**src/rtl/qspi_tgt_pkg.sv**
```systemverilog
package qspi_tgt_pkg;

    // Width of a counter that must hold values 0 .. n-1 (at least one bit).
    function automatic int cnt_width(input int n);
        return (n > 1) ? $clog2(n) : 1;
    endfunction

    // A pair of edge pulses derived from one synchronised pin.
    typedef struct packed {
        logic rise;
        logic fall;
    } edge_pair_t;

endpackage

```
**src/rtl/qspi_tgt_sync.sv**
```systemverilog
module qspi_tgt_sync #(
    parameter int              W       = 1,
    parameter int              STAGES  = 2,
    parameter logic [W-1:0]    RST_VAL = '0
) (
    input  logic         clk,
    input  logic         rst_n,
    input  logic [W-1:0] async_in,
    output logic [W-1:0] sync_out
);

    typedef struct packed {
        logic [STAGES-1:0][W-1:0] stg;
    } sync_state_t;

    sync_state_t state_d, state_q;

    always_comb begin
        state_d.stg[0] = async_in;
        for (int i = 1; i < STAGES; i++) begin
            state_d.stg[i] = state_q.stg[i-1];
        end
    end

    always_ff @(posedge clk or negedge rst_n) begin
        if (!rst_n) begin
            state_q.stg <= {STAGES{RST_VAL}};
        end else begin
            state_q <= state_d;
        end
    end

    assign sync_out = state_q.stg[STAGES-1];

endmodule

```
**src/rtl/qspi_tgt_edge.sv**
```systemverilog
module qspi_tgt_edge
    import qspi_tgt_pkg::*;
(
    input  logic       clk,
    input  logic       rst_n,
    input  logic       sck_s,
    input  logic       cs_n_s,
    output edge_pair_t sck_e,
    output edge_pair_t cs_e
);

    typedef struct packed {
        logic sck;
        logic cs_n;
    } edge_state_t;

    edge_state_t state_d, state_q;
    logic        held_sel;

    always_comb begin
        state_d.sck  = sck_s;
        state_d.cs_n = cs_n_s;
    end

    always_ff @(posedge clk or negedge rst_n) begin
        if (!rst_n) begin
            state_q <= '{sck: 1'b0, cs_n: 1'b1};
        end else begin
            state_q <= state_d;
        end
    end

    // Serial clock edges count only when selection was already in place on
    // the previous cycle, so they never coincide with a select edge.
    assign held_sel   = ~cs_n_s & ~state_q.cs_n;

    assign cs_e.fall  =  state_q.cs_n & ~cs_n_s;
    assign cs_e.rise  = ~state_q.cs_n &  cs_n_s;
    assign sck_e.rise =  sck_s & ~state_q.sck & held_sel;
    assign sck_e.fall = ~sck_s &  state_q.sck & held_sel;

endmodule

```
**src/rtl/qspi_tgt_rx.sv**
```systemverilog
module qspi_tgt_rx
    import qspi_tgt_pkg::*;
#(
    parameter int LANES  = 4,
    parameter int WORD_W = 8
) (
    input  logic              clk,
    input  logic              rst_n,
    input  edge_pair_t        sck_e,
    input  edge_pair_t        cs_e,
    input  logic [LANES-1:0]  nib_in,
    output logic              rx_valid,
    output logic [WORD_W-1:0] rx_data
);

    localparam int NIBS  = WORD_W / LANES;
    localparam int CNT_W = cnt_width(NIBS);
    localparam logic [CNT_W-1:0] LAST = CNT_W'(NIBS - 1);

    typedef struct packed {
        logic [CNT_W-1:0]  cnt;
        logic [WORD_W-1:0] shreg;
        logic [WORD_W-1:0] data;
        logic              valid;
    } rx_state_t;

    rx_state_t         state_d, state_q;
    logic [WORD_W-1:0] merged;

    always_comb begin
        state_d       = state_q;
        state_d.valid = 1'b0;
        merged        = (state_q.shreg << LANES) | WORD_W'(nib_in);

        if (cs_e.fall || cs_e.rise) begin
            state_d.cnt   = '0;
            state_d.shreg = '0;
        end else if (sck_e.rise) begin
            state_d.shreg = merged;
            if (state_q.cnt == LAST) begin
                state_d.cnt   = '0;
                state_d.data  = merged;
                state_d.valid = 1'b1;
            end else begin
                state_d.cnt = state_q.cnt + CNT_W'(1);
            end
        end
    end

    always_ff @(posedge clk or negedge rst_n) begin
        if (!rst_n) begin
            state_q <= '0;
        end else begin
            state_q <= state_d;
        end
    end

    assign rx_valid = state_q.valid;
    assign rx_data  = state_q.data;

endmodule

```
**src/rtl/qspi_tgt_tx.sv**
```systemverilog
module qspi_tgt_tx
    import qspi_tgt_pkg::*;
#(
    parameter int LANES  = 4,
    parameter int WORD_W = 8
) (
    input  logic              clk,
    input  logic              rst_n,
    input  edge_pair_t        sck_e,
    input  edge_pair_t        cs_e,
    input  logic [WORD_W-1:0] tx_data,
    output logic              tx_load,
    output logic [LANES-1:0]  sd_out,
    output logic              sd_oe
);

    localparam int NIBS  = WORD_W / LANES;
    localparam int CNT_W = cnt_width(NIBS);
    localparam logic [CNT_W-1:0] LAST = CNT_W'(NIBS - 1);

    typedef struct packed {
        logic [CNT_W-1:0]  cnt;
        logic [WORD_W-1:0] shreg;
        logic [LANES-1:0]  sd;
        logic              oe;
        logic              load;
    } tx_state_t;

    tx_state_t         state_d, state_q;
    logic [WORD_W-1:0] shifted;

    always_comb begin
        state_d      = state_q;
        state_d.load = 1'b0;
        shifted      = state_q.shreg << LANES;

        if (cs_e.rise) begin
            state_d.oe  = 1'b0;
            state_d.cnt = '0;
        end else if (cs_e.fall) begin
            state_d.shreg = tx_data;
            state_d.sd    = tx_data[WORD_W-1 -: LANES];
            state_d.cnt   = '0;
            state_d.oe    = 1'b1;
            state_d.load  = 1'b1;
        end else if (sck_e.fall) begin
            if (state_q.cnt == LAST) begin
                state_d.shreg = tx_data;
                state_d.sd    = tx_data[WORD_W-1 -: LANES];
                state_d.cnt   = '0;
                state_d.load  = 1'b1;
            end else begin
                state_d.shreg = shifted;
                state_d.sd    = shifted[WORD_W-1 -: LANES];
                state_d.cnt   = state_q.cnt + CNT_W'(1);
            end
        end
    end

    always_ff @(posedge clk or negedge rst_n) begin
        if (!rst_n) begin
            state_q <= '0;
        end else begin
            state_q <= state_d;
        end
    end

    assign tx_load = state_q.load;
    assign sd_out  = state_q.sd;
    assign sd_oe   = state_q.oe;

endmodule

```
**src/rtl/qspi_tgt_phy.sv**
```systemverilog
module qspi_tgt_phy
    import qspi_tgt_pkg::*;
#(
    parameter int LANES       = 4,
    parameter int WORD_W      = 8,
    parameter int SYNC_STAGES = 2
) (
    input  logic              clk,
    input  logic              rst_n,
    input  logic              spi_cs_n,
    input  logic              spi_sck,
    input  logic [LANES-1:0]  spi_sd_i,
    output logic [LANES-1:0]  spi_sd_o,
    output logic              spi_sd_oe,
    output logic              rx_valid,
    output logic [WORD_W-1:0] rx_data,
    input  logic [WORD_W-1:0] tx_data,
    output logic              tx_load
);

    localparam int SYNC_W = LANES + 2;
    localparam logic [SYNC_W-1:0] SYNC_RST = {1'b1, 1'b0, {LANES{1'b0}}};

    logic [SYNC_W-1:0] pins_sync;
    logic              cs_n_s;
    logic              sck_s;
    logic [LANES-1:0]  sd_s;
    edge_pair_t        sck_e;
    edge_pair_t        cs_e;

    // Chip select resets high and the clock low, so reset reads as idle.
    qspi_tgt_sync #(
        .W       (SYNC_W),
        .STAGES  (SYNC_STAGES),
        .RST_VAL (SYNC_RST)
    ) u_sync (
        .clk      (clk),
        .rst_n    (rst_n),
        .async_in ({spi_cs_n, spi_sck, spi_sd_i}),
        .sync_out (pins_sync)
    );

    assign cs_n_s = pins_sync[SYNC_W-1];
    assign sck_s  = pins_sync[SYNC_W-2];
    assign sd_s   = pins_sync[LANES-1:0];

    qspi_tgt_edge u_edge (
        .clk    (clk),
        .rst_n  (rst_n),
        .sck_s  (sck_s),
        .cs_n_s (cs_n_s),
        .sck_e  (sck_e),
        .cs_e   (cs_e)
    );

    qspi_tgt_rx #(
        .LANES  (LANES),
        .WORD_W (WORD_W)
    ) u_rx (
        .clk      (clk),
        .rst_n    (rst_n),
        .sck_e    (sck_e),
        .cs_e     (cs_e),
        .nib_in   (sd_s),
        .rx_valid (rx_valid),
        .rx_data  (rx_data)
    );

    qspi_tgt_tx #(
        .LANES  (LANES),
        .WORD_W (WORD_W)
    ) u_tx (
        .clk     (clk),
        .rst_n   (rst_n),
        .sck_e   (sck_e),
        .cs_e    (cs_e),
        .tx_data (tx_data),
        .tx_load (tx_load),
        .sd_out  (spi_sd_o),
        .sd_oe   (spi_sd_oe)
    );

endmodule

```
**config.mk**
```make
export PLATFORM = sky130hd
export DESIGN_NAME = qspi_tgt_phy
export DESIGN_NICKNAME = d
export VERILOG_FILES = /design/src/rtl/qspi_tgt_pkg.sv /design/src/rtl/qspi_tgt_sync.sv /design/src/rtl/qspi_tgt_edge.sv /design/src/rtl/qspi_tgt_rx.sv /design/src/rtl/qspi_tgt_tx.sv /design/src/rtl/qspi_tgt_phy.sv
export SDC_FILE = /design/constraint.sdc
export NUM_CORES = 1
export LEC_CHECK = 0
export BUFFER_PORTS_ARGS = -buffer_cell sky130_fd_sc_hd__buf_2
export CAP_MARGIN = 25
export CORE_MARGIN = 2
export CORE_UTILIZATION = 50
export CTS_CLUSTER_SIZE = 10
export DETAILED_ROUTE_END_ITERATION = 16
export PLACE_DENSITY = 0.74
export SYNTH_ARGS = -nofsm -noshare
export SYNTH_HDL_FRONTEND = slang
export SYNTH_SLANG_ARGS = --single-unit
```
**constraint.sdc**
```tcl
create_clock -name clk -period 5.32 [get_ports clk]
set_input_delay 0.798 -clock clk [delete_from_list [all_inputs] [get_ports clk]]
set_output_delay 0.798 -clock clk [all_outputs]
set_load 0.005 [all_outputs]
```
==> impl_metrics.py, run 1 <==
metrics = {
    "synth": {
        "yosys.area_share.simple": 0.0719,
        "yosys_warnings": 0,
        "synth_top_cell_area_share": 0.582,
        "synthCells": 104,
        "syn_area_sq_mm": 0.00155,
        "synthDistinctLibCells": 19,
        "ys_top_cells_by_area": "dfrtp_1 58%, mux2_2 15%, buf_4 6.3%, dfstp_2 5.1%, mux2i_1 2.6%",
        "syn_avg_cell_area_sq_um": 14.9,
        "synth_top_area_cell": "dfrtp_1",
        "synth_xor_area_frac": 0.00565,
        "ys_ff_latch": 39,
        "synth_nets": 123,
        "synth_seq_area_share": 0.632,
        "synth_top_family_by_area": "multiplexers",
        "synth_compound_gate_area_share": 0.0137,
        "synthAdderAreaFrac": 0.0242,
        "synth.area.mux_share": 0.179,
    },
    "routing": {
        "totalWireLength_microns": 2220,
        "wl_per_cell_microns": 13.8,
        "drt_iter0_markers": 12,
        "postRouteAntennaNets": 0,
        "drtPass1Iterations": 4,
        "viasPerCell": 4.90,
        "drc_errors": 0,
        "vias": 789,
    },
    "pwr": {
        "power_mw": 0.601,
        "ir_drop_mv": 0.191,
        "powerDensity_mw_per_mm2": 352,
        "p_leak_nw": 0.894,
    },
    "critical_path": {
        "cp-start-kind": "flip-flop",
        "cp_num_buf_inv": 1,
        "reg2reg_depth": 4,
        "crit_family": "simple AND/OR/NAND/NOR gates",
        "end_kind": "flip-flop",
        "crit_fanout": 9,
        "cp_slowest_cell": "nor3b_2",
        "max_stage_delay_ns": 0.62,
        "cp_num_cells": 4,
        "crit_type": "reg -> reg",
        "critPathRequiredTime_ns": 5.54,
        "crit_chain": "inv_1 -> ha_1 -> nor3b_2 -> mux2_2",
        "arrival_ns": 2.40,
    },
    "timing": {
        "fin_crit_sh": 0.410,
        "hold_viol": 0,
        "fmax_mhz": 458,
        "period_needed_ns": 2.18,
        "fin_skew_ns": 0.0145,
        "tns_ns": 0,
        "setup_viol": 0,
        "worstMarginPinSlew_ns": 0.816,
        "timing.slew.headroom": 0.456,
        "drv_slew": 0,
        "rsz0062_at_grt": "no",
    },
    "cts": {
        "clock_path_buffers": 2,
        "cts_buffers": 5,
        "clkLatencyLatePin_ns": 0.34,
        "htree_levels": 2,
        "postCtsSetupBuffers": 0,
        "root_buffer": "clkbuf_4",
        "ctsResizeCount": 0,
        "cts_tree": "yes",
        "cts.sinks": 39,
        "clkTransAtPathRegs_ns": 0.12,
        "cts_hold_buf": 0,
    },
    "cells_and_area": {
        "fin_nets": 146,
        "final_cell_mix": "36 x dfrtp_1, 30 x buf_2, 21 x mux2_2",
        "post-route-util": 0.568,
        "area_delta_synth_final_pct": 10.2,
        "antenna_cells": 0,
        "final_common_cell": "dfrtp_1",
        "layout-drive-gt1-share": 0.508,
    },
    "floorplan": {
        "start_util": 0.516,
        "std_cell_rows": 20,
        "dieArea_sq_mm": 0.00356,
        "design.portCount": 31,
        "core_area_sq_mm": 0.00300,
        "die_y_microns": 59.7,
        "die_width_microns": 59.7,
    },
    "place": {
        "io_buffers": 30,
        "hpwl_microns": 1600,
        "gp_congestion": 0.752,
    },
    "min_path": {
        "hp-class": "reg -> reg",
        "holdPathStages": 0,
    },
    "global_route": {
        "grt_pass1_vias": 848,
        "antenna_found_initial": 0,
        "grt_max_degree": 40,
        "grt_overflow": 0,
        "grt_first_pass_wirelength_microns": 3760,
        "gr-usage-all-layers": 0.149,
    },
    "outcome": {
        "status": "finished clean",
    },
    "run": {
        "max_cap_violations": 0,
    },
}
registers in the layout (all words and copies together), names as in the netlist:
register,count
u_tx.sd_out,4
u_rx.rx_data,8
u_sync.state_d,6
u_sync.sync_out,6
u_tx.tx_load,1
u_rx.rx_valid,1
u_tx.sd_oe,1
u_rx.state_q,5
u_edge.state_q,2
u_tx.state_q,1
u_tx.shifted,4
metal layers:
layer	global-route usage	share of wire
met5	0	0
met4	0.0571	0.013
met3	0.0519	0.037
met2	0.241	0.52
met1	0.184	0.43
cell type report:
class	instances	area (sq um)
fill	243	1300
sequential	39	980
inverter	3	11.3
clock buffer	8	68.8
multi-input combinational	48	455
timing repair buffer	30	150
tap	33	41.3
kinds of logic (layout without fill, tap and decap cells):
group           after synthesis  in the layout
fa+ha+maj                     3              3
flops                        39             39
simple gates                 17             17
buf+inv                      17             41
compound gates                2              2
xor+xnor                      1              1
mux                          25             25
worst paths after layout:
check	from	endpoint	slack, ns
max	u_edge.state_q[0]$_DFF_PN1_	u_rx.rx_data[7]$_DFFE_PN0P_	3.14
min	u_sync.state_d[7]$_DFF_PN0_	u_sync.sync_out[1]$_DFF_PN0_	0.36
max reg2reg	u_edge.state_q[0]$_DFF_PN1_	u_rx.rx_data[7]$_DFFE_PN0P_	3.14
min reg2reg	u_sync.state_d[7]$_DFF_PN0_	u_sync.sync_out[1]$_DFF_PN0_	0.36
max in group asynchronous	rst_n	u_rx.state_q[17]$_DFFE_PN0P_	4.26
min in group asynchronous	rst_n	u_sync.state_d[10]$_DFF_PN0_	0.54
through the flow:
stage | setup slack (ns) | cells | cell area (sq um) | hold slack (ns)
floorplan | 3.57 | 104 | 1550 | 0.331
global placement | 3.27 | 153 | 1640 | 0.331
detailed placement | 3.16 | 153 | 1640 | 0.335
CTS | 3.14 | 161 | 1710 | 0.359
global route | 3.04 | 161 | 1710 | 0.364
finish | 3.14 | 161 | 1710 | 0.357
Yosys cell counts:
| library cell | number |
|---|---|
| nor3b_2 | 1 |
| nor2_2 | 1 |
| nor3_1 | 1 |
| buf_2 | 1 |
| xor2_1 | 1 |
| nand3b_4 | 1 |
| mux2i_1 | 4 |
| nand3b_1 | 1 |
| dfstp_2 | 3 |
| ha_1 | 3 |
| inv_1 | 3 |
| nor2_1 | 6 |
| a21oi_1 | 1 |
| a21oi_4 | 1 |
| nor2b_1 | 5 |
| buf_4 | 13 |
| dfrtp_1 | 36 |
| mux2_2 | 21 |
| nand2b_1 | 1 |
power by group:
| group | leakage (nW) | switching, mW | internal (mW) | total, mW |
|---|---|---|---|---|
| combinational | 0.365 | 0.0376 | 0.0505 | 0.0881 |
| clock | 0.0386 | 0.0883 | 0.0778 | 0.166 |
| sequential | 0.490 | 0.0169 | 0.330 | 0.347 |
Power figures use the tool's default switching activity.
==> run 2, diff against run 1 <==
- CORE_UTILIZATION: 50 -> 48
- clock period: 5.32 -> 1.75 ns (I/O delays scaled with it)
==> impl_metrics.py, run 2 (synthesized netlist as in run 1, its figures left out) <==
metrics = {
    "place": {
        "gp_congestion": 0.709,
        "io_buffers": 30,
        "hpwl_microns": 1650,
    },
    "floorplan": {
        "design.portCount": 31,
        "dieArea_sq_mm": 0.00370,
        "core_area_sq_mm": 0.00305,
        "start_util": 0.507,
        "die_y_microns": 60.8,
        "die_width_microns": 60.8,
        "std_cell_rows": 20,
    },
    "routing": {
        "totalWireLength_microns": 2380,
        "dr_wl_met2_microns": 1290,
        "drc_errors": 0,
        "highest_layer": "met4",
        "wl_met3_microns": 106,
        "postRouteAntennaNets": 0,
        "vias": 865,
        "wl_met1_microns": 955,
        "viasPerCell": 4.58,
        "drtPass1Iterations": 4,
        "drt_iter0_markers": 22,
        "wl_per_cell_microns": 12.6,
    },
    "critical_path": {
        "critPathRequiredTime_ns": 1.98,
        "crit_family": "multiplexers",
        "end_kind": "flip-flop",
        "cp-start-kind": "flip-flop",
        "cp_common_cell": "mux2_2",
        "cp_slowest_cell": "dfstp_2",
        "crit_fanout": 7,
        "max_stage_delay_ns": 0.55,
        "crit_type": "reg -> reg",
        "crit_chain": "inv_2 -> ha_4 -> nor2_4 -> mux2_2 -> mux2_2",
        "arrival_ns": 1.93,
        "cp_num_buf_inv": 1,
    },
    "timing": {
        "timing.slew.headroom": 0.718,
        "period_needed_ns": 1.70,
        "fin_crit_sh": 0.969,
        "hold_viol": 0,
        "setup_viol": 0,
        "fmax_mhz": 590,
        "tns_ns": 0,
        "rsz0062_at_grt": "yes",
        "worstMarginPinSlew_ns": 0.423,
        "hold-worst-slack_ns": 0.271,
        "drv_slew": 0,
        "fin_skew_ns": 0.00344,
    },
    "global_route": {
        "grt_first_pass_wirelength_microns": 3970,
        "grt_max_degree": 20,
        "grt_pass1_vias": 918,
        "grt_overflow": 0,
        "gr-usage-all-layers": 0.152,
        "antenna_found_initial": 0,
    },
    "pwr": {
        "p_leak_nw": 0.991,
        "seq_power_share": 0.529,
        "power_mw": 2.00,
        "swShare": 0.231,
        "powerDensity_mw_per_mm2": 1040,
        "p_switching_mw": 0.461,
        "p_clk_frac": 0.311,
        "comb_power_share": 0.160,
        "p_int_mw": 1.53,
        "ir_drop_mv": 0.647,
    },
    "run": {
        "max_cap_violations": 0,
    },
    "cts": {
        "clock_path_buffers": 2,
        "clkLatencyLatePin_ns": 0.34,
        "cts_buffers": 5,
        "htree_levels": 2,
        "cts_tree": "yes",
        "cts.sinks": 39,
        "clkTransAtPathRegs_ns": 0.11,
        "root_buffer": "clkbuf_4",
    },
    "cells_and_area": {
        "layout-drive-gt1-share": 0.552,
        "antenna_cells": 0,
        "final_cell_mix": "36 x dfrtp_1, 30 x buf_2, 21 x mux2_2",
        "largest_reg_flops": 8,
        "fillCellCount": 245,
        "multi_input_area_sq_um": 492,
        "area_delta_synth_final_pct": 24.4,
        "final_common_cell": "dfrtp_1",
        "seqCellArea_sq_um": 980,
        "fin_nets": 163,
    },
    "outcome": {
        "status": "finished clean",
    },
    "min_path": {
        "hp-class": "in -> reg",
    },
}
-- run 2: worst register-to-register path, cell delays in order (launching register included) --
cell	delay, ns
dfstp_2	0.55
inv_2	0.06
ha_4	0.17
nor2_4	0.19
mux2_2	0.35
mux2_2	0.26
-- run 2: worst paths after layout --
kind	from	to	slack [ns]	depth (start not counted)
setup / recovery	u_sync.sync_out[5]$_DFF_PN1_	u_tx.sd_out[0]$_DFFE_PN0P_	0.05	5
hold / removal	tx_data[2]	u_tx.shifted[6]$_DFFE_PN0P_	0.27	3
setup reg to reg	u_sync.sync_out[5]$_DFF_PN1_	u_tx.sd_out[0]$_DFFE_PN0P_	0.05	5
hold reg to reg	u_sync.state_d[10]$_DFF_PN0_	u_sync.sync_out[4]$_DFF_PN0_	0.36	0
max in group asynchronous	rst_n	u_rx.rx_data[0]$_DFFE_PN0P_	0.87	3
min in group asynchronous	rst_n	u_tx.sd_out[1]$_DFFE_PN0P_	0.37	2
-- run 2: power groups by stage --
stage | clock network (mW) | registers (mW) | logic [mW]
6_report | 0.620 | 1.06 | 0.320
5_1_grt | 0.669 | 1.07 | 0.352
4_1_cts | 0.637 | 1.06 | 0.302
3_5_place_dp | 0 | 1.08 | 0.290
3_3_place_gp | 0 | 1.07 | 0.281
2_1_floorplan | 0 | 1.06 | 0.231
-- run 2: timing repair --
| item | CTS | global route |
|---|---|---|
| gates cloned | 0 | 1 |
| gates resized for setup | 1 | 8 |
| pin swaps | 0 | 2 |
| hold endpoints to repair | 14 | 6 |
| setup endpoints to repair | 12 | 17 |
| hold buffers | 1 | 6 |
| setup buffers | 1 | 2 |
-- run 2: metal layers --
metal | up-vias | global-route usage
met5 | - | 0
met4 | 0 | 0.0745
met3 | 2 | 0.0640
met2 | 17 | 0.252
met1 | 432 | 0.169
li1 | 414 | -
-- run 2: stage by stage --
stage	setup WS [ns]	area [sq um]	utilization	instances
2_1_floorplan	0.00745	1550	-	104
3_3_place_gp	0.0455	1700	0.557	170
4_1_cts	-0.0120	1810	0.593	180
5_1_grt	-0.0186	1930	0.631	189
3_5_place_dp	-0.00245	1700	0.557	170
6_report	0.0545	1930	0.631	189
-- run 2: final cells by class --
| class | count | share of cell area |
|---|---|---|
| Clock buffer | 6 | 0.0266 |
| Clock inverter | 2 | 0.0182 |
| Inverter | 3 | 0.00584 |
| Multi-Input combinational cell | 48 | 0.255 |
| Sequential cell | 39 | 0.508 |
| Tap cell | 44 | 0.0286 |
| Timing Repair Buffer | 47 | 0.157 |
==> run 3, diff against run 2 <==
- clock period: 1.75 -> 1.37 ns (I/O delays scaled with it)
==> impl_metrics.py, run 3 (synthesized netlist as in run 1, its figures left out) <==
metrics = {
    "outcome": {
        "status": "finished, violations left",
        "violations": "setup timing",
    },
    "routing": {
        "postRouteAntennaNets": 0,
        "vias": 937,
        "wl_per_cell_microns": 14.8,
        "viasPerCell": 4.73,
        "drt_iter0_markers": 21,
        "totalWireLength_microns": 2930,
        "drc_errors": 0,
        "drtPass1Iterations": 4,
    },
    "timing": {
        "fin_crit_sh": 1.27,
        "fin_skew_ns": 0.0136,
        "rsz0062_at_grt": "yes",
        "drv_slew": 0,
        "period_needed_ns": 1.74,
        "fin_ws_ns": -0.365,
        "worstMarginPinSlew_ns": 0.265,
        "hold_viol": 0,
        "setup_viol": 23,
        "timing.slew.headroom": 0.823,
        "fmax_mhz": 576,
    },
    "floorplan": {
        "die_width_microns": 60.8,
        "start_util": 0.507,
        "core_area_sq_mm": 0.00305,
        "design.portCount": 31,
        "die_y_microns": 60.8,
        "std_cell_rows": 20,
        "dieArea_sq_mm": 0.00370,
    },
    "cts": {
        "clkTransAtPathRegs_ns": 0.11,
        "clock_path_buffers": 2,
        "cts_tree": "yes",
        "htree_levels": 2,
        "root_buffer": "clkbuf_4",
        "clkLatencyLatePin_ns": 0.35,
        "cts_buffers": 5,
        "cts.sinks": 39,
    },
    "place": {
        "gp_congestion": 0.695,
        "io_buffers": 30,
        "dp.cells": 175,
        "dp_slack_ns": -0.372,
        "hpwl_microns": 1740,
    },
    "pwr": {
        "power_mw": 2.72,
        "powerDensity_mw_per_mm2": 1260,
        "ir_drop_mv": 0.845,
        "p_leak_nw": 1.10,
    },
    "cells_and_area": {
        "area_delta_synth_final_pct": 38.9,
        "final_cells": 198,
        "largest_reg_flops": 8,
        "antenna_cells": 0,
        "final_cell_mix": "36 x dfrtp_1, 30 x buf_2, 17 x mux2_4",
        "final_common_cell": "dfrtp_1",
        "seqCellArea_sq_um": 980,
        "layout-drive-gt1-share": 0.610,
        "fillCellCount": 225,
        "fin_nets": 172,
        "multi_input_area_sq_um": 576,
    },
    "critical_path": {
        "end_kind": "flip-flop",
        "cp-start-kind": "flip-flop",
        "crit_type": "reg -> reg",
        "critPathRequiredTime_ns": 1.60,
        "arrival_ns": 1.97,
        "crit_fanout": 5,
    },
    "global_route": {
        "grt_first_pass_wirelength_microns": 4580,
        "met3_usage": 0.0661,
        "gr-usage-all-layers": 0.181,
        "grt-busiest-layer": "met2",
        "grt_overflow": 0,
        "use_met1": 0.219,
        "grt_pass1_vias": 967,
        "grt_max_degree": 40,
        "met2_usage": 0.293,
        "antenna_found_initial": 0,
    },
    "run": {
        "max_cap_violations": 0,
    },
    "min_path": {
        "hp-class": "in -> reg",
    },
}
[run 3: cell count changes in the layout (fill, tap and decap cells not counted), moves of 2 or more]
| cell | change |
|---|---|
| mux2_2 | -17 |
| mux2_4 | +17 |
| buf_6 | +7 |
| buf_12 | +2 |
[run 3: area by class of cell]
cell class | instances | share of cell area
flip-flops and latches | 39 | 0.455
clock inverters | 2 | 0.0163
well taps | 44 | 0.0256
inverters | 3 | 0.00640
multi-input cells | 48 | 0.267
clock buffers | 6 | 0.0238
repair buffers | 56 | 0.205
[run 3: repair_timing]
item,4_1_cts,5_1_grt
endpoints found under the setup margin,18,24
hold buffers,7,0
buffers inserted,6,2
pin swaps,5,3
endpoints found under the hold margin,42,0
resized for setup,20,11
cloned,2,0
[run 3: per-layer routing]
layer,part of all wire,routed length (microns)
met1,0.42,1230
met2,0.53,1550
met3,0.038,112
met4,0.014,41
met5,0,0
[run 3: report_power, final]
part           switching, mW  total, mW  leakage [nW]  internal, mW
sequential            0.0794       1.36         0.490          1.28
combinational          0.199      0.558         0.565         0.359
clock                  0.366      0.797        0.0482         0.431
total                  0.645       2.72          1.10          2.07
[run 3: final timing paths]
| kind | startpoint | end | slack [ns] | cells after the start |
|---|---|---|---|---|
| min in group asynchronous | rst_n | u_rx.rx_data[2]$_DFFE_PN0P_ | 0.37 | 3 |
| worst min register to register | u_sync.state_d[7]$_DFF_PN0_ | u_sync.sync_out[1]$_DFF_PN0_ | 0.36 | 0 |
| max in group asynchronous | rst_n | u_edge.state_q[0]$_DFF_PN1_ | 0.75 | 3 |
| worst max register to register | u_edge.state_q[0]$_DFF_PN1_ | u_tx.sd_out[3]$_DFFE_PN0P_ | -0.37 | 7 |
| worst min-delay path | tx_data[1] | u_tx.shifted[5]$_DFFE_PN0P_ | 0.21 | 3 |
| worst max-delay path | u_edge.state_q[0]$_DFF_PN1_ | u_tx.sd_out[3]$_DFFE_PN0P_ | -0.37 | 7 |
[run 3: critical path: stages (launching register included)]
cell and delay (ns):
dfstp_2 0.59, inv_2 0.07, ha_4 0.16, nand3b_1 0.18, a21oi_4 0.10, buf_6 0.12
buf_12 0.12, mux2_4 0.28
[run 3: metrics by stage]
step / instance area (sq um) / setup TNS (ns) / util / hold WS, ns
after CTS: 2110 / -6.10 / 0.692 / 0.189
after detailed placement: 1790 / -5.47 / 0.588 / 0.191
after global routing: 2150 / -7.53 / 0.705 / 0.183
after global placement: 1790 / -4.72 / 0.588 / 0.181
after floorplan: 1610 / -4.58 / - / -0.0901
final: 2150 / -6.43 / 0.705 / 0.208
